<file path="config.mk">
export PLATFORM = sky130hd
export DESIGN_NAME = rqt_table
export DESIGN_NICKNAME = d
export VERILOG_FILES = /design/src/rtl/rqt_pkg.sv /design/src/rtl/rqt_entry_bank.sv /design/src/rtl/rqt_alloc.sv /design/src/rtl/rqt_ctrl.sv /design/src/rtl/rqt_table.sv
export SDC_FILE = /design/constraint.sdc
export NUM_CORES = 1
export LEC_CHECK = 0
export BUFFER_PORTS_ARGS = -buffer_cell sky130_fd_sc_hd__buf_2
export CAP_MARGIN = 5
export CORE_UTILIZATION = 60
export DETAILED_ROUTE_END_ITERATION = 16
export GPL_TIMING_DRIVEN = 0
export PLACE_DENSITY = 0.78
export SYNTH_ARGS = -nofsm -noshare
export SYNTH_HDL_FRONTEND = slang
export SYNTH_SLANG_ARGS = --single-unit
</file>
<file path="constraint.sdc">
create_clock -name clk -period 6.28 [get_ports clk]
set_clock_uncertainty 0.2 [all_clocks]
set_input_delay 0.314 -clock clk [delete_from_list [all_inputs] [get_ports clk]]
set_output_delay 0.314 -clock clk [all_outputs]
set_load 0.05 [all_outputs]
</file>
<file path="src/rtl/rqt_pkg.sv">
package rqt_pkg;

    localparam int TAG_W   = 3;
    localparam int NUM_ENT = 1 << TAG_W;

    typedef enum logic [1:0] {
        CMD_READ    = 2'd0,
        CMD_READX   = 2'd1,
        CMD_UPGRADE = 2'd2,
        CMD_WRBACK  = 2'd3
    } bus_cmd_e;

    typedef logic [TAG_W-1:0]   tag_t;
    typedef logic [NUM_ENT-1:0] slot_vec_t;

    // outcome for the local requester in one cycle
    typedef struct packed {
        logic grant;
        logic nack;
        logic blocked;
    } loc_outcome_t;

    function automatic logic has_write_intent(bus_cmd_e c);
        return c != CMD_READ;
    endfunction

    function automatic slot_vec_t tag_to_mask(tag_t t);
        return slot_vec_t'(1) << t;
    endfunction

endpackage

</file>
<file path="src/rtl/rqt_entry_bank.sv">
module rqt_entry_bank
    import rqt_pkg::*;
#(
    parameter int ADDR_W = 26
) (
    input  logic              clk,
    input  logic              rst,
    input  logic              wr_en,
    input  tag_t              wr_idx,
    input  logic [ADDR_W-1:0] wr_addr,
    input  logic              wr_local,
    input  slot_vec_t         clr_mask,
    input  logic [ADDR_W-1:0] cmp_a,
    input  logic [ADDR_W-1:0] cmp_b,
    output slot_vec_t         valid,
    output slot_vec_t         live,
    output slot_vec_t         local_vec,
    output slot_vec_t         hit_a,
    output slot_vec_t         hit_b
);

    logic [ADDR_W-1:0] addr_q [NUM_ENT];

    for (genvar i = 0; i < NUM_ENT; i++) begin : g_slot
        always_ff @(posedge clk) begin
            if (rst) begin
                valid[i]     <= 1'b0;
                local_vec[i] <= 1'b0;
                addr_q[i]    <= '0;
            end else if (wr_en && wr_idx == tag_t'(i)) begin
                valid[i]     <= 1'b1;
                local_vec[i] <= wr_local;
                addr_q[i]    <= wr_addr;
            end else if (clr_mask[i]) begin
                valid[i]     <= 1'b0;
            end
        end

        // a slot being released this cycle no longer counts
        assign live[i]  = valid[i] && !clr_mask[i];
        assign hit_a[i] = live[i] && addr_q[i] == cmp_a;
        assign hit_b[i] = live[i] && addr_q[i] == cmp_b;
    end

endmodule

</file>
<file path="src/rtl/rqt_alloc.sv">
module rqt_alloc
    import rqt_pkg::*;
(
    input  slot_vec_t busy,
    output logic      any_free,
    output tag_t      free_idx
);

    always_comb begin
        any_free = 1'b0;
        free_idx = '0;
        for (int i = NUM_ENT - 1; i >= 0; i--) begin
            if (!busy[i]) begin
                any_free = 1'b1;
                free_idx = tag_t'(i);
            end
        end
    end

endmodule

</file>
<file path="src/rtl/rqt_ctrl.sv">
module rqt_ctrl
    import rqt_pkg::*;
(
    input  logic         loc_req,
    input  bus_cmd_e     loc_cmd,
    input  logic         snp_valid,
    input  tag_t         snp_tag,
    input  slot_vec_t    live,
    input  slot_vec_t    loc_hit,
    input  slot_vec_t    snp_hit,
    input  logic         any_free,
    input  tag_t         free_idx,
    output loc_outcome_t outcome,
    output logic         commit,
    output logic         snp_refuse,
    output logic         wr_en,
    output tag_t         wr_idx,
    output logic         wr_local
);

    logic snp_accept;
    logic loc_turn;

    always_comb begin
        snp_refuse = snp_valid && (live[snp_tag] || (|snp_hit));
        snp_accept = snp_valid && !snp_refuse;

        // bus traffic is serviced ahead of the local requester
        loc_turn        = loc_req && !snp_valid;
        outcome.blocked = loc_turn && (|loc_hit);
        outcome.nack    = loc_turn && !(|loc_hit) && !any_free;
        outcome.grant   = loc_turn && !(|loc_hit) && any_free;
        commit          = outcome.grant && has_write_intent(loc_cmd);

        wr_en    = snp_accept || outcome.grant;
        wr_idx   = snp_accept ? snp_tag : free_idx;
        wr_local = !snp_accept;
    end

endmodule

</file>
<file path="src/rtl/rqt_table.sv">
module rqt_table
    import rqt_pkg::*;
#(
    parameter int ADDR_W = 26
) (
    input  logic              clk,
    input  logic              rst,
    input  logic              loc_req,
    input  logic [ADDR_W-1:0] loc_addr,
    input  logic [1:0]        loc_cmd,
    input  logic              snp_valid,
    input  logic [2:0]        snp_tag,
    input  logic [ADDR_W-1:0] snp_addr,
    input  logic              rsp_valid,
    input  logic [2:0]        rsp_tag,
    output logic              loc_grant,
    output logic [2:0]        loc_tag,
    output logic              loc_nack,
    output logic              loc_blocked,
    output logic              loc_commit,
    output logic              snp_nack,
    output logic              rsp_mine
);

    slot_vec_t    ent_valid;
    slot_vec_t    ent_live;
    slot_vec_t    ent_local;
    slot_vec_t    loc_hit;
    slot_vec_t    snp_hit;
    slot_vec_t    clr_mask;
    logic         any_free;
    tag_t         free_idx;
    loc_outcome_t outcome;
    logic         wr_en;
    tag_t         wr_idx;
    logic         wr_local;

    assign clr_mask = rsp_valid ? tag_to_mask(rsp_tag) : '0;

    rqt_entry_bank #(.ADDR_W(ADDR_W)) u_bank (
        .clk       (clk),
        .rst       (rst),
        .wr_en     (wr_en),
        .wr_idx    (wr_idx),
        .wr_addr   (wr_local ? loc_addr : snp_addr),
        .wr_local  (wr_local),
        .clr_mask  (clr_mask),
        .cmp_a     (loc_addr),
        .cmp_b     (snp_addr),
        .valid     (ent_valid),
        .live      (ent_live),
        .local_vec (ent_local),
        .hit_a     (loc_hit),
        .hit_b     (snp_hit)
    );

    rqt_alloc u_alloc (
        .busy     (ent_live),
        .any_free (any_free),
        .free_idx (free_idx)
    );

    rqt_ctrl u_ctrl (
        .loc_req    (loc_req),
        .loc_cmd    (bus_cmd_e'(loc_cmd)),
        .snp_valid  (snp_valid),
        .snp_tag    (snp_tag),
        .live       (ent_live),
        .loc_hit    (loc_hit),
        .snp_hit    (snp_hit),
        .any_free   (any_free),
        .free_idx   (free_idx),
        .outcome    (outcome),
        .commit     (loc_commit),
        .snp_refuse (snp_nack),
        .wr_en      (wr_en),
        .wr_idx     (wr_idx),
        .wr_local   (wr_local)
    );

    assign loc_grant   = outcome.grant;
    assign loc_nack    = outcome.nack;
    assign loc_blocked = outcome.blocked;
    assign loc_tag     = outcome.grant ? free_idx : '0;
    assign rsp_mine    = rsp_valid && ent_valid[rsp_tag] && ent_local[rsp_tag];

endmodule

</file>
==> results of run 1 <==
[cell families (layout without fill, tap and decap cells)]
kind of cell	count (synthesis)	in the layout	share of synthesized area
and+or+nand+nor	513	513	0.2073
muxes	28	28	0.01999
AOI/OAI and AO/OA	67	67	0.03144
other	0	2	0
buffers and inverters	130	224	0.04425
xor gates and xnor gates	416	416	0.2487
DFF	224	224	0.4483
[registers in the layout, summed over array words and instances, names as in the netlist]
name,flops
u_bank.addr_q,208
u_bank.local_vec,8
u_bank.valid,8
[per-layer routing]
layer	part of all wire	global-route usage	up-vias	routed length, um
met5	0.00073	0	-	47
met4	0.095	0.3933	4	6146
met3	0.18	0.2294	388	11780
met2	0.39	0.7155	1392	25030
met1	0.33	0.6509	6239	21610
li1	-	-	5337	-
[what timing repair did]
action                                 CTS  global route
gates resized for setup                  0             0
buffers inserted                         0             0
hold buffers                             1             0
endpoints found under the hold margin    1             0
[power breakdown]
| group | internal [mW] | switching (mW) | total [mW] |
|---|---|---|---|
| Sequential | 1.72 | 0.0875 | 1.81 |
| Combinational | 0.319 | 0.657 | 0.976 |
| Clock | 0.841 | 0.600 | 1.44 |
[stage by stage]
step	hold WS (ns)	std cells	total power, mW	setup WS (ns)	instance area [um2]
after floorplan	0.2386	1378	2.370	1.367	14650
after global placement	0.2554	1717	2.682	-0.6752	15150
after detailed placement	0.2571	1750	2.753	1.307	15740
after CTS	0.009996	1791	4.140	1.617	16520
after global routing	0.08137	1791	4.267	1.276	16520
final	0.01189	1793	4.228	1.163	16530
[worst max-delay path, stage by stage, from the launching register on]
cell and delay (ns):
edfxtp_1 0.43, xnor2_1 0.24, nand4_1 0.13, nor4_1 0.96
a22oi_1 0.22, nand4_1 0.33, nor2_1 0.21, a2bb2oi_1 0.53
buf_2 0.37, clkbuf_1 0.56, o21ai_2 0.40, buf_8 0.28
[how the worst max path moves through the flow]
stage                                               end  slack [ns]  cells after the start
floorplan           u_bank.addr_q[0][100]$_SDFFCE_PN0P_        1.37                     13
global placement     u_bank.addr_q[0][43]$_SDFFCE_PN0P_       -0.68                     12
detailed placement   u_bank.addr_q[1][42]$_SDFFCE_PN0P_        1.31                     13
CTS                  u_bank.addr_q[1][42]$_SDFFCE_PN0P_        1.62                     11
global route         u_bank.addr_q[1][27]$_SDFFCE_PN0P_        1.28                     11
finish               u_bank.addr_q[1][48]$_SDFFCE_PN0P_        1.16                     11
[cells in the mapped netlist, types with 6 or more instances]
cell,count
nand4_1,133
dfxtp_1,16
clkbuf_1,38
inv_1,6
a22oi_1,7
o31ai_1,8
buf_6,8
mux2i_1,27
nor4_1,130
o21ai_0,18
nor4_2,10
nand2_1,40
edfxtp_1,208
nor2_1,21
nor3_1,127
buf_2,71
xor2_1,59
xnor2_1,357
nand3_1,16
[cell type report]
class	instances	area, um2	share of cell area
clock buffers	29	640.6	0.03876
plain buffers	124	625.6	0.03785
diodes	2	5.005	0.0003028
flip-flops and latches	224	6566	0.3973
well taps	319	399.1	0.02415
inverters	6	22.52	0.001363
repair buffers	54	579.3	0.03505
clock inverters	11	127.6	0.007722
multi-input cells	1024	7561	0.4575
==> flow_summary.yaml, run 1 <==
global_route:
  grt_max_degree: 21
  grt_usage: 0.5243
  antenna_found_initial: 2
  overflow: 0
  grt_pass1_wl_um: 88300
  grt_pass1_vias: 12440
route:
  first_iter_violations: 2265
  wl_per_cell_um: 36.04
  drc: 0
  antenna_left: 0
  via_count: 13360
  via_per_inst: 7.451
  dr.pass1.iters: 6
  totalWireLength_um: 64620
worst_setup_path:
  path_class: "reg -> reg"
  r2r_cells: 11
  r2r_slack_ns: 1.16
  reg2reg_to: "u_bank.addr_q[1][48]$_SDFFCE_PN0P_"
  timing.critical_path.arrival_ns: 5.21
  timing.critical_path.from_type: "flip-flop"
  worstSetupEndpointType: "flip-flop"
  crit_fanout: 14
  cp_data_required_time_ns: 6.37
  r2r_start: "u_bank.addr_q[1][2]$_SDFFCE_PN0P_"
  startpoint: "u_bank.addr_q[1][2]$_SDFFCE_PN0P_"
floorplanning:
  die-area_um2: 25040
  die_w_um: 158.2
  fp-row-count: 56
  io_pins: 74
  initial_core_util: 0.6185
  core_area_um2: 23680
  die_h_um: 158.2
place:
  portBuffers: 20
  place.gp.congestion: 1.129
  hpwl_um: 45370
cts:
  root_buffer: "clkbuf_16"
  h-tree-depth: 1
  cts_buffers: 24
  clock_path_buffers: 3
  clkSinkCount: 224
  tritoncts: "done"
  clock_latency_ns: 0.54
  cts.clk_slew.worst_paths_ns: 0.06
timing:
  slew_viol_final: 0
  rsz0062_at_grt: "no"
  max_freq_mhz: 195.4
  worstMarginPinSlew_ns: 1.222
  period_minus_slack_ns: 5.117
  finalSetupViolations: 0
  finalCritPeriodShare: 0.8148
  fin_tns_setup_ns: 0
  hold_violations: 0
  slew_headroom: 0.1765
synthesis:
  ys_seq_area_frac: 0.4483
  async_flop_share: 0
  ys_warn_count: 0
  syn_area_um2: 14650
  synth_area_per_cell_um2: 10.63
  synth_area_leaders: "edfxtp_1 (43%), xnor2_1 (21%), nand4_1 (5.7%)"
  synth_top_area_frac: 0.4264
  synth_ff_type: "edfxtp_1"
  ys_seq_elements: 224
  synth_edf_count: 208
  netlist_instances: 1378
  yosysTopAreaCell: "edfxtp_1"
  mappedNetlistNets: 1443
  netlist-cell-type-count: 62
worst_hold_path:
  hold_depth: 3
  hold_end: "u_bank.local_vec[1]$_SDFFE_PP0P_"
  min_path_type: "in -> reg"
  min-delay-start: "snp_tag[2]"
cells_and_area:
  syn_to_final_growth_pct: 12.83
  fin_util: 0.6979
  layout-drive-gt1-share: 0.1501
  nets: 1523
  num-fill-cells: 1820
  final_cell_mix: "xnor2_1 (357), edfxtp_1 (208), nand4_1 (133)"
  layout_commonest_cell: "xnor2_1"
run:
  cap_violations: 0
power_and_ir_drop:
  peakVddDrop_v: 0.0002736
  leakagePower_nw: 4.952
  p_per_area_nw_per_um2: 255.8
outcome:
  status: "completed"
Note: power is estimated with default switching activity, not from simulation.
==> run 2: changes to the inputs <==
clock period = 5.15 ns   (was 6.28 ns; I/O delays follow)
==> run 2 against run 1 <==
Effect of this change: total power grew 22%; routed wire length up 0.21%; sequential cell count is the same; first-iteration DRC count rose by 5.0%; sequential power rose by 22%; critical path depth is the same; cell area grew 0.14%; final cell count is 0.17% higher; worst setup slack got worse by 1.1 ns; global-route usage grew 0.084 points; non-clock buffer count up 2; die area stayed put; critical path type unchanged; largest cell class unchanged.
==> flow_summary.yaml, run 2 (synthesized netlist as in run 1, its figures left out) <==
timing:
  max_freq_mhz: 194.9
  rsz0062_at_grt: "no"
  period_minus_slack_ns: 5.131
  worstMarginPinSlew_ns: 1.283
  slew_viol_final: 0
  finalSetupViolations: 0
  hold_violations: 0
  finalCritPeriodShare: 0.9964
  slew_headroom: 0.1355
place:
  place.gp.congestion: 1.129
  hpwl_um: 45370
  dp_cells: 1750
  portBuffers: 20
worst_setup_path:
  cp_data_required_time_ns: 5.24
  worstPathCellList: "xnor2_1 -> nand4_1 -> nor4_1 -> a22oi_1 -> nand4_1 -> nor2_1 -> a2bb2oi_1 -> buf_2 -> clkbuf_1 -> o21ai_2 -> buf_8"
  cp_common_cell: "nand4_1"
  slowest_stage: "nor4_1"
  worstSetupEndpointType: "flip-flop"
  timing.critical_path.arrival_ns: 5.22
  path_class: "reg -> reg"
  cpPeakStageDelay_ns: 1.00
  r2r_slack_ns: 0.02
  timing.critical_path.from_type: "flip-flop"
  crit_fanout: 14
cells_and_area:
  reg_top3: "u_bank.addr_q: 208 flops, u_bank.local_vec: 8 flops, u_bank.valid: 8 flops"
  top_register: "u_bank.addr_q"
  largest_reg_flops: 208
  nets: 1525
  syn_to_final_growth_pct: 12.98
  layout_commonest_cell: "xnor2_1"
  layout-drive-gt1-share: 0.1499
  instances_no_fill: 1796
  final_cell_mix: "xnor2_1 (357), edfxtp_1 (208), nand4_1 (133)"
floorplanning:
  io_pins: 74
  initial_core_util: 0.6185
  core_area_um2: 23680
  die_h_um: 158.2
  fp-row-count: 56
  die-area_um2: 25040
  die_w_um: 158.2
cts:
  root_buffer: "clkbuf_16"
  clkSinkCount: 224
  cts.clk_slew.worst_paths_ns: 0.06
  tritoncts: "done"
  clock_path_buffers: 3
  cts_buffers: 24
  cts_setup_buffers: 0
  ctsResizeCount: 0
  h-tree-depth: 1
  clock_latency_ns: 0.54
  hold_buffers: 3
outcome:
  status: "completed"
route:
  antenna_left: 0
  dr.pass1.iters: 8
  drc: 0
  first_iter_violations: 2379
  totalWireLength_um: 64760
  via_count: 13320
  wl_per_cell_um: 36.06
  via_per_inst: 7.416
global_route:
  antenna_found_initial: 4
  grt_usage: 0.5252
  grt_max_degree: 21
  overflow: 0
  met1_usage: 0.6554
  grtUsageMet3: 0.2272
  grt_pass1_vias: 12400
  use_met2: 0.7183
  grt-busiest-layer: "met2"
  grt_pass1_wl_um: 88380
worst_hold_path:
  min_path_type: "in -> reg"
power_and_ir_drop:
  power_mw: 5.159
  peakVddDrop_v: 0.0003373
  leakagePower_nw: 4.958
  p_per_area_nw_per_um2: 311.7
run:
  cap_violations: 0
-- run 2: cell types whose count changed in the layout (fill, tap and decap cells not counted), sizes merged --
cell         before  now
diode             2    3
dlygate4sd3       1    3
-- run 2: worst paths after layout --
| kind | from | depth (start not counted) | to |
|---|---|---|---|
| worst min register to register | u_bank.local_vec[3]$_SDFFE_PP0P_ | 2 | u_bank.local_vec[3]$_SDFFE_PP0P_ |
| worst min-delay path | rsp_tag[0] | 4 | u_bank.valid[7]$_SDFFE_PP0P_ |
| worst max-delay path | u_bank.addr_q[1][2]$_SDFFCE_PN0P_ | 11 | u_bank.addr_q[1][48]$_SDFFCE_PN0P_ |
| worst max register to register | u_bank.addr_q[1][2]$_SDFFCE_PN0P_ | 11 | u_bank.addr_q[1][48]$_SDFFCE_PN0P_ |
-- run 2: final cells by class --
type | instances | area (um2)
diodes | 3 | 7.507
clock buffers | 29 | 640.6
plain buffers | 124 | 625.6
inverters | 6 | 22.52
multi-input cells | 1024 | 7561
repair buffers | 56 | 599.3
fillers | 1816 | 7133
well taps | 319 | 399.1
flip-flops and latches | 224 | 6566
clock inverters | 11 | 127.6
-- run 2: through the flow --
stage	setup TNS, ns	setup WS [ns]	hold WS (ns)	utilization	area (um2)
4_1_cts	0	0.4868	0.002912	0.6985	16540
3_5_place_dp	0	0.2338	0.2571	0.6648	15740
5_1_grt	0	0.1474	0.04344	0.6985	16540
6_report	0	0.01855	0.005103	0.6988	16550
3_3_place_gp	-327.35	-1.749	0.2554	0.6396	15150
2_1_floorplan	0	0.2933	0.2386	-	14650
-- run 2: worst max-delay path: cells and delay by family, from the launching register on --
family          cells  cell delay (ns)
flops               1             0.43
xor+xnor            1             0.24
buf+inv             3             1.19
compound gates      3             1.12
simple gates        4             1.68
-- run 2: power breakdown --
group,switching [mW],internal [mW],leakage (nW)
clock network,0.733,1.03,0.373
registers,0.107,2.10,2.29
logic,0.802,0.390,2.30
-- run 2: routing by layer --
layer / wire [um] / share of wire / up-vias
li1: - / - / 5331
met1: 22060 / 0.34 / 6222
met2: 25380 / 0.39 / 1384
met3: 11460 / 0.18 / 378
met4: 5817 / 0.090 / 4
met5: 46 / 0.00071 / -
